$ cat config.mk
export PLATFORM = sky130hd
export DESIGN_NAME = baud_strobe_gen
export DESIGN_NICKNAME = d
export VERILOG_FILES = /design/src/rtl/bsg_pkg.sv /design/src/rtl/bsg_divider.sv /design/src/rtl/bsg_phase.sv /design/src/rtl/baud_strobe_gen.sv
export SDC_FILE = /design/constraint.sdc
export NUM_CORES = 1
export LEC_CHECK = 0
export BUFFER_PORTS_ARGS = -buffer_cell sky130_fd_sc_hd__buf_2
export CAP_MARGIN = 20
export CORE_UTILIZATION = 50
export CTS_BUF_LIST = sky130_fd_sc_hd__clkbuf_2
export DETAILED_ROUTE_END_ITERATION = 10
export GPL_TIMING_DRIVEN = 1
export PLACE_DENSITY = 0.71
export SYNTH_ARGS = -nofsm -noshare
export SYNTH_HDL_FRONTEND = slang
export SYNTH_SLANG_ARGS = --single-unit
export TNS_END_PERCENT = 30
$ cat constraint.sdc
create_clock -name clk -period 2.6 [get_ports clk]
set_input_delay 0.26 -clock clk [delete_from_list [all_inputs] [get_ports clk]]
set_output_delay 0.26 -clock clk [all_outputs]
set_load 0.05 [all_outputs]
$ cat src/rtl/bsg_pkg.sv
package bsg_pkg;
    // Role of a phase counter: free running or realigned by a start edge
    typedef enum logic [0:0] {
        PHASE_FREE    = 1'b0,
        PHASE_ALIGNED = 1'b1
    } phase_mode_e;
endpackage

$ cat src/rtl/bsg_divider.sv
module bsg_divider #(
    parameter int DIV_W = 16
) (
    input  logic             clk,
    input  logic             rst_n,
    input  logic [DIV_W-1:0] divisor_i,
    input  logic             load_i,
    output logic             tick_o
);
    localparam logic [DIV_W-1:0] CNT_ONE = DIV_W'(1);

    typedef struct packed {
        logic [DIV_W-1:0] count;
        logic             tick;
    } div_st_t;

    div_st_t s_d, s_q;

    always_comb begin
        s_d      = s_q;
        s_d.tick = 1'b0;
        if (load_i) begin
            s_d.count = divisor_i;
        end else if (divisor_i == '0) begin
            s_d.count = '0;
        end else if (s_q.count <= CNT_ONE) begin
            s_d.count = divisor_i;
            s_d.tick  = 1'b1;
        end else begin
            s_d.count = s_q.count - CNT_ONE;
        end
    end

    always_ff @(posedge clk or negedge rst_n) begin
        if (!rst_n) s_q <= '0;
        else        s_q <= s_d;
    end

    assign tick_o = s_q.tick;

    // a load leaves the new divisor in the counter and no tick
    a_r4_load_reloads: assert property (@(posedge clk) disable iff (!rst_n)
        load_i |=> (s_q.count == $past(divisor_i)) && !s_q.tick);

    // a zero divisor produces no tick
    a_r2_zero_silent: assert property (@(posedge clk) disable iff (!rst_n)
        (divisor_i == '0) |=> !tick_o);

    // a tick that reloaded a count above one is followed by a low clock
    a_r3_tick_one_wide: assert property (@(posedge clk) disable iff (!rst_n)
        (s_q.tick && s_q.count > CNT_ONE) |=> !tick_o);
endmodule

$ cat src/rtl/bsg_phase.sv
module bsg_phase
    import bsg_pkg::*;
#(
    parameter int          OSR       = 16,
    parameter int          STROBE_AT = 15,
    parameter phase_mode_e MODE      = PHASE_FREE
) (
    input  logic clk,
    input  logic rst_n,
    input  logic tick_i,
    input  logic clear_i,
    output logic strobe_o
);
    localparam int             PH_W   = $clog2(OSR);
    localparam logic [PH_W-1:0] PH_LAST = PH_W'(OSR - 1);
    localparam logic [PH_W-1:0] PH_HIT  = PH_W'(STROBE_AT);

    typedef struct packed {
        logic [PH_W-1:0] phase;
        logic            strobe;
    } ph_st_t;

    ph_st_t s_d, s_q;

    always_comb begin
        s_d        = s_q;
        s_d.strobe = 1'b0;
        if (MODE == PHASE_ALIGNED && clear_i) begin
            s_d.phase = '0;
        end else if (tick_i) begin
            s_d.strobe = (s_q.phase == PH_HIT);
            s_d.phase  = (s_q.phase == PH_LAST) ? '0 : s_q.phase + 1'b1;
        end
    end

    always_ff @(posedge clk or negedge rst_n) begin
        if (!rst_n) s_q <= '0;
        else        s_q <= s_d;
    end

    assign strobe_o = s_q.strobe;

    // a strobe only follows a tick
    a_r8_strobe_after_tick: assert property (@(posedge clk) disable iff (!rst_n)
        strobe_o |-> $past(tick_i));

    // strobes are one clock wide
    a_r5_strobe_one_wide: assert property (@(posedge clk) disable iff (!rst_n)
        strobe_o |=> !strobe_o);

    generate
        if (MODE == PHASE_ALIGNED) begin : g_align_chk
            // a start edge clears the phase and suppresses a strobe
            a_r6_start_clears: assert property (@(posedge clk) disable iff (!rst_n)
                clear_i |=> (s_q.phase == '0) && !strobe_o);
        end
    endgenerate
endmodule

$ cat src/rtl/baud_strobe_gen.sv
module baud_strobe_gen
    import bsg_pkg::*;
#(
    parameter int DIV_W = 16,
    parameter int OSR   = 16
) (
    input  logic             clk,
    input  logic             rst_n,
    input  logic [DIV_W-1:0] divisor_i,
    input  logic             div_load_i,
    input  logic             rx_start_i,
    output logic             tick_o,
    output logic             tx_bit_o,
    output logic             rx_mid_o
);
    localparam int TX_AT  = OSR - 1;      // phase of the last tick in a bit
    localparam int MID_AT = OSR / 2 - 1;  // phase of the middle tick

    logic tick_w;

    bsg_divider #(.DIV_W(DIV_W)) u_div (
        .clk       (clk),
        .rst_n     (rst_n),
        .divisor_i (divisor_i),
        .load_i    (div_load_i),
        .tick_o    (tick_w)
    );

    bsg_phase #(.OSR(OSR), .STROBE_AT(TX_AT), .MODE(PHASE_FREE)) u_tx_ph (
        .clk      (clk),
        .rst_n    (rst_n),
        .tick_i   (tick_w),
        .clear_i  (1'b0),
        .strobe_o (tx_bit_o)
    );

    bsg_phase #(.OSR(OSR), .STROBE_AT(MID_AT), .MODE(PHASE_ALIGNED)) u_rx_ph (
        .clk      (clk),
        .rst_n    (rst_n),
        .tick_i   (tick_w),
        .clear_i  (rx_start_i),
        .strobe_o (rx_mid_o)
    );

    assign tick_o = tick_w;

    // all outputs quiet in the first clock after reset
    a_r1_quiet_after_reset: assert property (@(posedge clk)
        $rose(rst_n) |-> !tx_bit_o && !rx_mid_o);
endmodule

Word level (Yosys, flattened, before mapping)
Cells that the tools add are included.
{"block": "word_totals", "inputBits": 20, "register_bits": 27, "wordCells": 27, "output_inout_bits": 3}
{"block": "op_classes", "reduce_logical": 2, "mux": 12, "n_eq_ne": 3, "n_addsub": 3, "magnitude_cmp": 1}
{"operator": "$mux W16", "n": 3}
{"operator": "$le A16 B1 Y1 const B", "n": 1}
{"operator": "$logic_not A16 Y1", "n": 1}
{"operator": "$sub A16 B1 Y16 const B", "n": 1}
{"operator": "$mux W4", "n": 3}
{"operator": "$add A4 B1 Y4 const B", "n": 2}
{"operator": "$eq A4 B4 Y1 const B", "n": 2}
{"operator": "$mux W1", "n": 5}
{"operator": "$mux W5", "n": 1}
{"operator": "$eq A4 B3 Y1 const B", "n": 1}
{"operator": "$reduce_bool A2 Y1", "n": 1}

Logic depth before layout (Yosys ltp)
Gate-level depths: netlist of the first run.
{"block": "logic_depth", "word_depth": 4, "ltp_mapped": 7, "mapped_depth_nobuf": 6}

By module
From an unflattened synthesis of the first run, not the netlist that was laid out.
{"block": "hier_totals", "cells_unflattened": 143, "area_unflattened_um2": 1438.9}
{"module": "bsg_divider", "instances": 1, "seq_area_each_um2": 425.4, "cells_each": 104, "area_each_um2": 988.4}
{"module": "bsg_phase at u_rx_ph", "instances": 1, "seq_area_each_um2": 125.1, "cells_each": 21, "area_each_um2": 227.7}
{"module": "bsg_phase at u_tx_ph", "instances": 1, "seq_area_each_um2": 125.1, "cells_each": 17, "area_each_um2": 219.0}
{"module": "baud_strobe_gen", "instances": 1, "seq_area_each_um2": 0.0, "cells_each": 1, "area_each_um2": 3.8}

Worst setup path after synthesis of the first run
Ideal clock, no wire load.
{"block": "synth_timing", "kind": "register -> register", "from": "register u_div.s_q[7] in the netlist's numbering", "to": "register u_div.s_q[2] in the netlist's numbering", "n_path_buf": 1, "setup_ns": 0.125, "path_stages_with_launch": 6, "synth_period_minus_slack_ns": 1.793, "required_ns": 2.475, "t_arrival_ns": 1.668, "slack_ns": 0.807, "path_cell_list": "dfrtp_1 nor4_4 nand3b_4 o21a_1 buf_6 mux2_4"}
{"item": "from (decl)", "line_no": "bsg_divider.sv:17", "source": "div_st_t s_d, s_q;"}
{"item": "from (signal assigned)", "line_no": "bsg_divider.sv:35", "source": "if (!rst_n) s_q <= '0;"}
{"item": "from (signal assigned)", "line_no": "bsg_divider.sv:36", "source": "else s_q <= s_d;"}

==> metrics.md, run 1 <==
| Metric | Value |
|---|---|
| Syn nets | around 180 |
| Starting Density | 54.5% |
| Hpwl dp | between 2 and 2.5 mm |
| Post-CTS Setup Bufs | 0 |
| Syn Area/Cell | between 10 and 15 sq um |
| Post-Syn Instances | between 150 and 200 |
| Routed wire length | between 3 and 4 mm |
| Worst setup EP type | flip-flop |
| Setup crit start | u_div.s_q[1] |
| Area Overhead vs Synth | 9.34% |
| Layout cells sized above 1 | 21.4% |
| Max-cap violations | 0 |
| # hold bufs at CTS | 1 |
| Status | complete, but fails checks |
| CP Launch Type | flip-flop |
| Die Ht | around 58 microns |
| Synth area leader | dfrtp_1 |
| Post-synthesis sequential area ratio | a little over two fifths |
| RSZ-0062 raised after global routing | no |
| First-pass GRT wire length | 5.33 mm |
| Post-DRT Antenna Nets | 0 |
| Mapped Area | between 1500 and 2000 sq um |
| Worst vdd ir | 0.233 mV |
| Post-synth ARST share | 100% |
| Avg Vias per Cell | just over 6 |
| Die Span X | ~58 microns |
| Finished Core Util | 59.6% |
| Placement row count | 19 |
| Critical path class | flip-flop to flip-flop |
| Pin slew with the least headroom to its limit | between 0.5 and 0.6 ns |
| Max clock buf depth | 2 |
| Worst-case clock skew | 0.0114 ns |
| PortBufs | 22 |
| Reg-to-reg slack, setup | around 0.50 ns |
| Placer Congestion | 0.785 |
| Crit path time final | about 2.1 ns |
| CTS Buf Count | 3 |
| Relative slew slack | 60.2% |
| Yosys warning count | 0 |
| Crit-path max FO | 9 |
| CP max stage cell | dfrtp_1 |
| Layout Nets | 198 |
| Worst-path clk slew | 0.25 ns |
| FF-to-FF path depth | 6 |
| IO Count | 23 |
| Fin crit share | between 80% and 90% |
| Post-CTS Resized | 0 |
| Critical Path AT | roughly 2.4 ns |
| EDFF count, synth | 0 |
| Worst-Skew Late Latency | 0.34 ns |
| Vias in the first global route | about 1200 |
| Final Hold Viols | 0 |
| Most numerous cell in the Yosys netlist | dfrtp_1 |
| WL/cell | roughly 15 microns |
| RR Startpoint | u_div.s_q[1] |
| Hold Path Class | primary input to flip-flop |
| PnR Total Power | slightly above 0.8 mW |
| Post-route DRC | 1 |
| Initial antenna violation count | 0 |
| Die area | between 3000 and 4000 sq um |
| # diodes | 0 |
| CP Data Required Time | 2.86 ns |
| Total gr overflow | 0 |
| Leakage power | slightly below 0.8 nW |
| PD cells | around 500 nW/um^2 |
| H-Tree Level Count | 1 |
| Post-route design area | around 1700 sq um |
| Crit path cell chain | inv_1, ha_1, o21bai_1, nand3b_4, o21a_1, mux2_4 |
| Clock sink count | 27 |
| Fmax achieved | 476 MHz |
| First-pass DRT Iterations | 8 |
| Top FF cell, synth | dfrtp_1 |
| Seq cells post-synth | 27 |
| Total vias in the final route | between 1000 and 1500 |
| DR iter-0 viols | 54 |
| Slew Limit Fails | 0 |
| Post-synthesis cell type count | 38 |
| Top-area cell type share of the netlist area | a little over two fifths |
| Total GRT Usage | about a fifth |
| Critical path's largest stage delay | ~0.50 ns |
| Critical R2R Capture | u_div.s_q[4] |
| Core region area | 2850 sq um |
| Worst setup path endpoint | u_div.s_q[4] |
| Post-Place Cell Area | about 1700 sq um |
| Dpl cells | 199 |
| Commonest cells in the netlist | dfrtp_1 (27), inv_1 (10), nor2_1 (10) |
| Setup TNS | 0 ns |
| Root buffer cell | clkbuf_2 |
| CTS tree | done |
| Largest net degree at the start of global routing | 28 |
| Failing checks | design-rule violations |
| Final std cells w/o fill | 204 |
| Top cells by area, synth | dfrtp_1 (43%), xor2_1 (5.1%), mux2i_1 (4.5%) |
| Final setup fails | 0 |
[critical path, delay by kind of cell, from the launching register on]
family          cells  cell delay, ns
compound gates      2            0.66
flops               1            0.50
mux                 1            0.34
fa+ha+maj           1            0.24
simple gates        1            0.18
buf+inv             1            0.10
[layer usage]
| metal | part of all wire (%) | up-vias | global-route usage (%) | routed length [microns] |
|---|---|---|---|---|
| met5 | 0 | - | 0 | 0 |
| met2 | 48 | 45 | 33.6 | 1480 |
| met4 | 1.3 | 0 | 7.48 | 40 |
| li1 | - | 602 | - | - |
| met1 | 45 | 597 | 28.9 | 1390 |
| met3 | 5.1 | 6 | 2.46 | 156 |
[how the worst min path moves through the flow]
stage               start               end  slack (ns)  cells after the start
6_report       rx_start_i    u_rx_ph.s_q[1]        0.09                      2
5_1_grt        rx_start_i    u_rx_ph.s_q[4]        0.06                      2
4_1_cts        rx_start_i    u_rx_ph.s_q[1]        0.08                      2
3_5_place_dp        rst_n    u_tx_ph.s_q[4]        0.30                      1
3_3_place_gp        rst_n  u_tx_ph.strobe_o        0.29                      1
2_1_floorplan       rst_n     u_div.s_q[10]       -0.04                      0
[power breakdown]
group | total, mW | leakage (nW) | internal (mW) | switching [mW]
Sequential | 0.504 | 0.344 | 0.452 | 0.0515
Clock | 0.158 | 0.0166 | 0.0406 | 0.118
Combinational | 0.164 | 0.417 | 0.0783 | 0.0857
Total | 0.826 | 0.777 | 0.571 | 0.255
[state kept, by name, summed over array words and instances, names as in the netlist]
register	cells
u_tx_ph.strobe_o	1
u_tx_ph.s_q	4
u_div.s_q	16
u_div.tick_o	1
u_rx_ph.strobe_o	1
u_rx_ph.s_q	4
[cell usage in the layout (no fill, tap or decap), types with 5 or more instances in the layout]
cell / synthesis / final
nand4_1: 6 / 6
o21ai_0: 6 / 6
mux2i_1: 7 / 7
xor2_1: 9 / 9
nor2_1: 10 / 10
nor3_1: 5 / 5
nor4_1: 7 / 7
nand3_1: 5 / 5
buf_2: 0 / 22
nand2_1: 8 / 8
inv_1: 10 / 10
o2bb2ai_1: 7 / 7
dfrtp_1: 27 / 27
[per-stage QoR]
| step | hold slack (ns) | setup WS [ns] |
|---|---|---|
| 6_report | 0.0923 | 0.499 |
| 5_1_grt | 0.0561 | 0.376 |
| 4_1_cts | 0.0762 | 0.515 |
| 3_5_place_dp | 0.303 | 0.543 |
| 3_3_place_gp | 0.294 | 0.582 |
| 2_1_floorplan | -0.0356 | 0.807 |
[logic make-up after synthesis]
kind of cell	Yosys count	share of synthesized area (%)
and+or+nand+nor	50	19.2
AOI/OAI and AO/OA	31	14.3
DFF	27	43.5
buffers and inverters	17	5.07
xor gates and xnor gates	12	6.76
muxes	11	7.89
adders and majority gates	4	3.22
[cell type report]
class                   count  area, sq um
clock buffers               4         20.0
well taps                  31         38.8
inverters                  10         37.5
flip-flops and latches     27          676
multi-input cells         108          800
fillers                   260         1150
repair buffers             24          128
Power figures use the tool's default switching activity.
==> inputs of run 2 (changes only) <==
- clock period: 2.6 -> 2.1 ns (I/O delays scaled with it)
==> run 2 against run 1 <==
- the flow still finishes with violations (design-rule violations)
- power increased by 24%
- via count fell by 1.9%
- routed wire length down 3.9%
==> metrics.md, run 2 (synthesis results as in run 1) <==
| Metric | Value |
|---|---|
| Post-DRT Antenna Nets | 0 (unchanged) |
| Routed wire length | 2.95 mm (-3.9%) |
| Largest register by flop count | u_div.s_q |
| PortBufs | 22 (unchanged) |
| WHS | 0.0406 ns (-0.0517 ns) |
| Die Ht | 57.8 microns (unchanged) |
| Total GRT Usage | 20.3% (-0.38 points) |
| Final Hold Viols | 0 (unchanged) |
| Commonest non-fill, non-tap cells in the layout | dfrtp_1 (27), buf_2 (22), inv_1 (10), nor2_1 (10), xor2_1 (9) |
| Die area | 3340 sq um (unchanged) |
| Clock sink count | 27 (unchanged) |
| Worst hold path depth | 2 (unchanged) |
| Critical path's largest stage delay | 0.49 ns (about the same) |
| Worst-path clk slew | 0.24 ns (about the same) |
| CP max stage cell | dfrtp_1 |
| Crit-path max FO | 6 (-3) |
| Endpoint, Worst Hold | u_rx_ph.s_q[4] |
| Initial antenna violation count | 0 (unchanged) |
| Combinational Power Share | 20.3% (+0.4 points) |
| Leakage power | 0.802 nW (+3.2%) |
| Failing checks | design-rule violations |
| Layout cells sized above 1 | 24.2% (+2.8 points) |
| Layout Nets | 203 (+2.5%) |
| Worst-Skew Late Latency | 0.35 ns (about the same) |
| Final worst slack | 0.228 ns (-0.271 ns) |
| Critical path class | flip-flop to flip-flop |
| Final setup fails | 0 (unchanged) |
| Root buffer cell | clkbuf_2 |
| Worst-case clock skew | 0.0119 ns (+0.000509 ns) |
| FF/Latch Area | 676 sq um (unchanged) |
| Status | complete, but fails checks |
| Hold path startpoint | rx_start_i |
| Worst vdd ir | 0.279 mV (+19%) |
| Max reg flops | 16 (unchanged) |
| Max-cap violations | 0 (unchanged) |
| CTS Buf Count | 3 (unchanged) |
| Worst setup EP type | flip-flop |
| Most common cell after layout, fill and taps aside | dfrtp_1 |
| Avg Vias per Cell | 5.87 (-4.3%) |
| Hold Path Class | primary input to flip-flop |
| FF-to-FF path depth | 7 (+1) |
| Crit path cell chain | inv_1, ha_1, o21bai_1, nand3b_4, o21a_2, buf_4, mux2i_1 |
| Crit path time final | 1.87 ns (-0.229 ns) |
| Int Pwr | 0.714 mW (+25%) |
| WL/cell | 14.1 microns (-6.2%) |
| Die Span X | 57.8 microns (unchanged) |
| Seq pwr share | 60.5% (-0.5 points) |
| Max clock buf depth | 2 (unchanged) |
| Vias in the first global route | 1259 (+5.1%) |
| Post-route DRC | 1 (unchanged) |
| Fmax achieved | 534 MHz (+12%) |
| Sw power | 0.308 mW (+21%) |
| Relative slew slack | 61.1% (+0.84 points) |
| CTS tree | done |
| Critical R2R Capture | u_div.s_q[8] |
| Clock Power Share | 19.2% (about the same) |
| Total vias in the final route | 1226 (-1.9%) |
| DR iter-0 viols | 66 (+22%) |
| Top Registers | u_div.s_q: 16 flops, u_rx_ph.s_q: 4 flops, u_tx_ph.s_q: 4 flops |
| Area Overhead vs Synth | 11.8% |
| CP Data Required Time | 2.41 ns (-0.45 ns) |
| H-Tree Level Count | 1 (unchanged) |
| Total gr overflow | 0 (unchanged) |
| Critical Path AT | 2.18 ns (-0.18 ns) |
| Dpl ws | 0.146 ns (-0.398 ns) |
| First-pass DRT Iterations | 6 (-2) |
| Setup TNS | 0 ns (unchanged) |
| Multi-input combinational cell area | 801 sq um (+0.16%) |
| RSZ-0062 raised after global routing | no |
| Placer Congestion | 0.835 (+6.5%) |
| Core region area | 2850 sq um (unchanged) |
| First-pass GRT wire length | 5.28 mm (-1.0%) |
| Pin slew with the least headroom to its limit | 0.584 ns (-0.0101 ns) |
| Filler instances | 260 (unchanged) |
| Largest net degree at the start of global routing | 28 (unchanged) |
| Starting Density | 54.5% (unchanged) |
| Fin crit share | 89.1% (+8.3 points) |
| Switching Share | 30.1% (-0.74 points) |
| IO Count | 23 (unchanged) |
| CP Launch Type | flip-flop |
| Reg-to-reg slack, setup | 0.23 ns (-0.27 ns) |
| Placement row count | 19 (unchanged) |
| Post-route design area | 1740 sq um (+2.3%) |
| Post-Place Cell Area | 1710 sq um (+2.2%) |
| PD cells | 588 nW/um^2 (+21%) |
| # diodes | 0 (unchanged) |
| RR Startpoint | u_div.s_q[1] |
| Hpwl dp | 2.26 mm (-1.6%) |
| Slew Limit Fails | 0 (unchanged) |
| PnR Total Power | 1.02 mW (+24%) |
-- run 2: changes by cell type in the layout (fill, tap and decap cells not counted), sizes merged --
cell,previous run,this run
buf,23,28
-- run 2: worst max path at each step --
stage	end	slack, ns	from
global placement	u_div.s_q[8]	0.20	u_div.s_q[1]
floorplan	u_div.s_q[2]	0.31	u_div.s_q[7]
CTS	u_div.s_q[8]	0.09	u_div.s_q[1]
detailed placement	u_div.s_q[8]	0.15	u_div.s_q[1]
global route	u_div.s_q[9]	0.08	u_div.s_q[1]
finish	u_div.s_q[8]	0.23	u_div.s_q[1]
-- run 2: power groups by stage --
| stage | Clock, mW | Sequential, mW | Combinational, mW |
|---|---|---|---|
| finish | 0.196 | 0.619 | 0.207 |
| global route | 0.228 | 0.628 | 0.235 |
| CTS | 0.204 | 0.617 | 0.209 |
| detailed placement | 0 | 0.626 | 0.207 |
| global placement | 0 | 0.624 | 0.200 |
| floorplan | 0 | 0.602 | 0.165 |
-- run 2: timing repair --
action | 4_1_cts | 5_1_grt
setup buffers | 0 | 0
hold endpoints to repair | 27 | 0
setup endpoints to repair | 0 | 3
gates resized for setup | 0 | 1
hold buffers | 1 | 0
-- run 2: area by class of cell --
cell class | count | area share, %
Clock buffer | 4 | 1.15
Sequential cell | 27 | 38.9
Multi-Input combinational cell | 108 | 46.1
Tap cell | 31 | 2.23
Inverter | 10 | 2.16
Timing Repair Buffer | 29 | 9.50
-- run 2: routing by layer --
| metal | vias to the layer above | share of wire, % | global-route usage (%) |
|---|---|---|---|
| met1 | 595 | 46 | 26.0 |
| met2 | 20 | 51 | 34.7 |
| met4 | 0 | 0.75 | 8.84 |
| li1 | 607 | - | - |
| met5 | - | 0 | 0 |
| met3 | 4 | 2.4 | 2.68 |
-- run 2: stage by stage --
step	util, %	std cells
2_1_floorplan	-	152
3_3_place_gp	59.8	204
3_5_place_dp	59.8	204
4_1_cts	60.9	209
5_1_grt	60.9	209
6_report	60.9	209
-- run 2: critical path, delay by kind of cell (launching register included) --
family	cells	cell delay, ns
mux	1	0.18
simple gates	1	0.18
fa+ha+maj	1	0.24
buf+inv	2	0.27
compound gates	2	0.46
flops	1	0.49
==> inputs of run 3 (changes only) <==
- CORE_ASPECT_RATIO: not set -> 0.75
==> run 3 against run 2 <==
- sequential share of layout area fell by 0.47 points
- flip-flop and latch count is the same
- hold slack worse by 0.031 ns
- maximum frequency is 4.3% lower
- cell count is 3.8% higher
- register-to-register slack worse by 0.08 ns
- highest routed layer unchanged
- non-clock buffer count grew 1
- via count grew 2.1%
- the run now ends clean
==> metrics.md, run 3 (synthesis results as in run 1) <==
| Metric | Value |
|---|---|
| H-Tree Level Count | 1 (unchanged) |
| Post-DRT Antenna Nets | 0 (unchanged) |
| Post-route design area | 1760 sq um (+1.2%) |
| Placement row count | 17 (-2) |
| Setup TNS | 0 ns (unchanged) |
| CTS Buf Count | 3 (unchanged) |
| Final setup fails | 0 (unchanged) |
| Largest net degree at the start of global routing | 28 (unchanged) |
| Post-route DRC | 0 (-1) |
| IO Count | 23 (unchanged) |
| Critical Path AT | 2.26 ns (+0.08 ns) |
| Post-Place Cell Area | 1720 sq um (+0.51%) |
| Relative slew slack | 59.4% (-1.6 points) |
| PD cells | 596 nW/um^2 (+1.4%) |
| Max-cap violations | 0 (unchanged) |
| Max reg flops | 16 (unchanged) |
| Area Overhead vs Synth | 13.2% |
| # diodes | 0 (unchanged) |
| Avg Vias per Cell | 5.77 (-1.6%) |
| Hpwl dp | 2.41 mm (+6.6%) |
| Hold Path Class | primary input to flip-flop |
| WL/cell | 14.9 microns (+5.5%) |
| Crit path cell chain | inv_1, ha_1, o21bai_1, nand3b_4, o21a_2, buf_4, mux2i_1 |
| DR iter-0 viols | 59 (-11%) |
| Initial antenna violation count | 0 (unchanged) |
| Slew Limit Fails | 0 (unchanged) |
| Die Ht | 50.3 microns (-13%) |
| Core region area | 2960 sq um (+3.6%) |
| Largest register by flop count | u_div.s_q |
| Total gr overflow | 0 (unchanged) |
| Root buffer cell | clkbuf_2 |
| Critical path class | flip-flop to flip-flop |
| WHS | 0.00977 ns (-0.0308 ns) |
| First-pass GRT wire length | 5.66 mm (+7.3%) |
| Die Span X | 66.4 microns (+15%) |
| Leakage power | 0.802 nW (about the same) |
| Starting Density | 52.6% (-1.9 points) |
| Commonest non-fill, non-tap cells in the layout | dfrtp_1 (27), buf_2 (22), inv_1 (10), nor2_1 (10), xor2_1 (9) |
| Vias in the first global route | 1237 (-1.7%) |
| Placer Congestion | 0.846 (+1.3%) |
| Routed wire length | 3.23 mm (+9.5%) |
| Worst-Skew Late Latency | 0.39 ns (+0.04 ns) |
| Top Registers | u_div.s_q: 16 flops, u_rx_ph.s_q: 4 flops, u_tx_ph.s_q: 4 flops |
| Worst-path clk slew | 0.29 ns (+0.05 ns) |
| Clock sink count | 27 (unchanged) |
| RSZ-0062 raised after global routing | no |
| Pin slew with the least headroom to its limit | 0.608 ns (+0.0243 ns) |
| Most common cell after layout, fill and taps aside | dfrtp_1 |
| CP Launch Type | flip-flop |
| CP max stage cell | dfrtp_1 |
| Total GRT Usage | 22.9% (+2.6 points) |
| Die area | 3340 sq um (about the same) |
| Critical path's largest stage delay | 0.51 ns (+0.02 ns) |
| CP Data Required Time | 2.41 ns (about the same) |
| Fin crit share | 93.1% (+4.0 points) |
| Max clock buf depth | 2 (unchanged) |
| Finished Core Util | 59.5% (-1.4 points) |
| Worst setup EP type | flip-flop |
| Status | finished clean |
| Worst vdd ir | 0.317 mV (+14%) |
| Crit path time final | 1.95 ns (+0.0832 ns) |
| Fmax achieved | 512 MHz (-4.3%) |
| Layout Nets | 204 (+0.49%) |
| CTS tree | done |
| Layout cells sized above 1 | 24.0% (-0.13 points) |
| Crit-path max FO | 6 (unchanged) |
| First-pass DRT Iterations | 4 (-2) |
| Worst-case clock skew | 0.0362 ns (+0.0243 ns) |
| Total vias in the final route | 1252 (+2.1%) |
| PortBufs | 22 (unchanged) |
| Final Hold Viols | 0 (unchanged) |
[run 3: cell types whose count changed in the layout (fill, tap and decap cells not counted)]
cell	previous run	this run
dlygate4sd3_1	1	2
clkinvlp_4	0	1
clkbuf_2	4	3
[run 3: worst paths after layout]
kind / startpoint / end / slack (ns) / cells past startpoint
worst max-delay path: u_div.s_q[1] / u_div.s_q[8] / 0.15 / 7
min in group asynchronous: rst_n / u_tx_ph.s_q[1] / 0.29 / 2
worst max register to register: u_div.s_q[1] / u_div.s_q[8] / 0.15 / 7
worst min register to register: u_rx_ph.s_q[4] / u_rx_ph.strobe_o / 0.51 / 1
max in group asynchronous: rst_n / u_div.s_q[11] / 1.37 / 2
worst min-delay path: divisor_i[5] / u_div.s_q[6] / 0.01 / 3
[run 3: metrics by stage]
step / power (mW) / instances / setup WS, ns
finish: 1.05 / 217 / 0.145
global route: 1.10 / 217 / 0.0187
CTS: 1.05 / 217 / 0.0393
detailed placement: 0.840 / 211 / 0.103
global placement: 0.827 / 211 / 0.173
floorplan: 0.767 / 152 / 0.307
[run 3: routing by layer]
layer,track usage (%),up-vias,share of wire (%)
li1,-,606,-
met1,31.9,601,48
met2,35.4,39,46
met3,5.68,6,4.4
met4,6.38,0,1.5
met5,0,-,0
[run 3: where the power goes]
part           switching [mW]  leakage, nW  total, mW  internal (mW)
combinational           0.110        0.446      0.216          0.106
clock                   0.167       0.0126      0.211         0.0441
sequential             0.0619        0.344      0.622          0.560
total                   0.338        0.802       1.05          0.710
[run 3: area by class of cell]
class                      count  area, sq um
clock buffer                   3         15.0
clock inverter                 1         7.51
fill                         248         1200
inverter                      10         37.5
multi-input combinational    108          801
sequential                    27          676
tap                           38         47.5
timing repair buffer          30          175
[run 3: critical path, delay by kind of cell, from the launching register on]
family,cells,cell delay (ns)
flip-flops,1,0.51
AO/OA/AOI/OAI,2,0.46
buffers and inverters,2,0.28
adder cells (fa/ha/maj),1,0.25
AND/OR/NAND/NOR,1,0.19
multiplexers,1,0.19
[run 3: timing repair]
| action | 4_1_cts | 5_1_grt |
|---|---|---|
| setup endpoints to repair | 0 | 5 |
| buffers inserted | 0 | 0 |
| gates resized for setup | 0 | 1 |
| hold buffers | 2 | 0 |
| endpoints found under the hold margin | 32 | 0 |
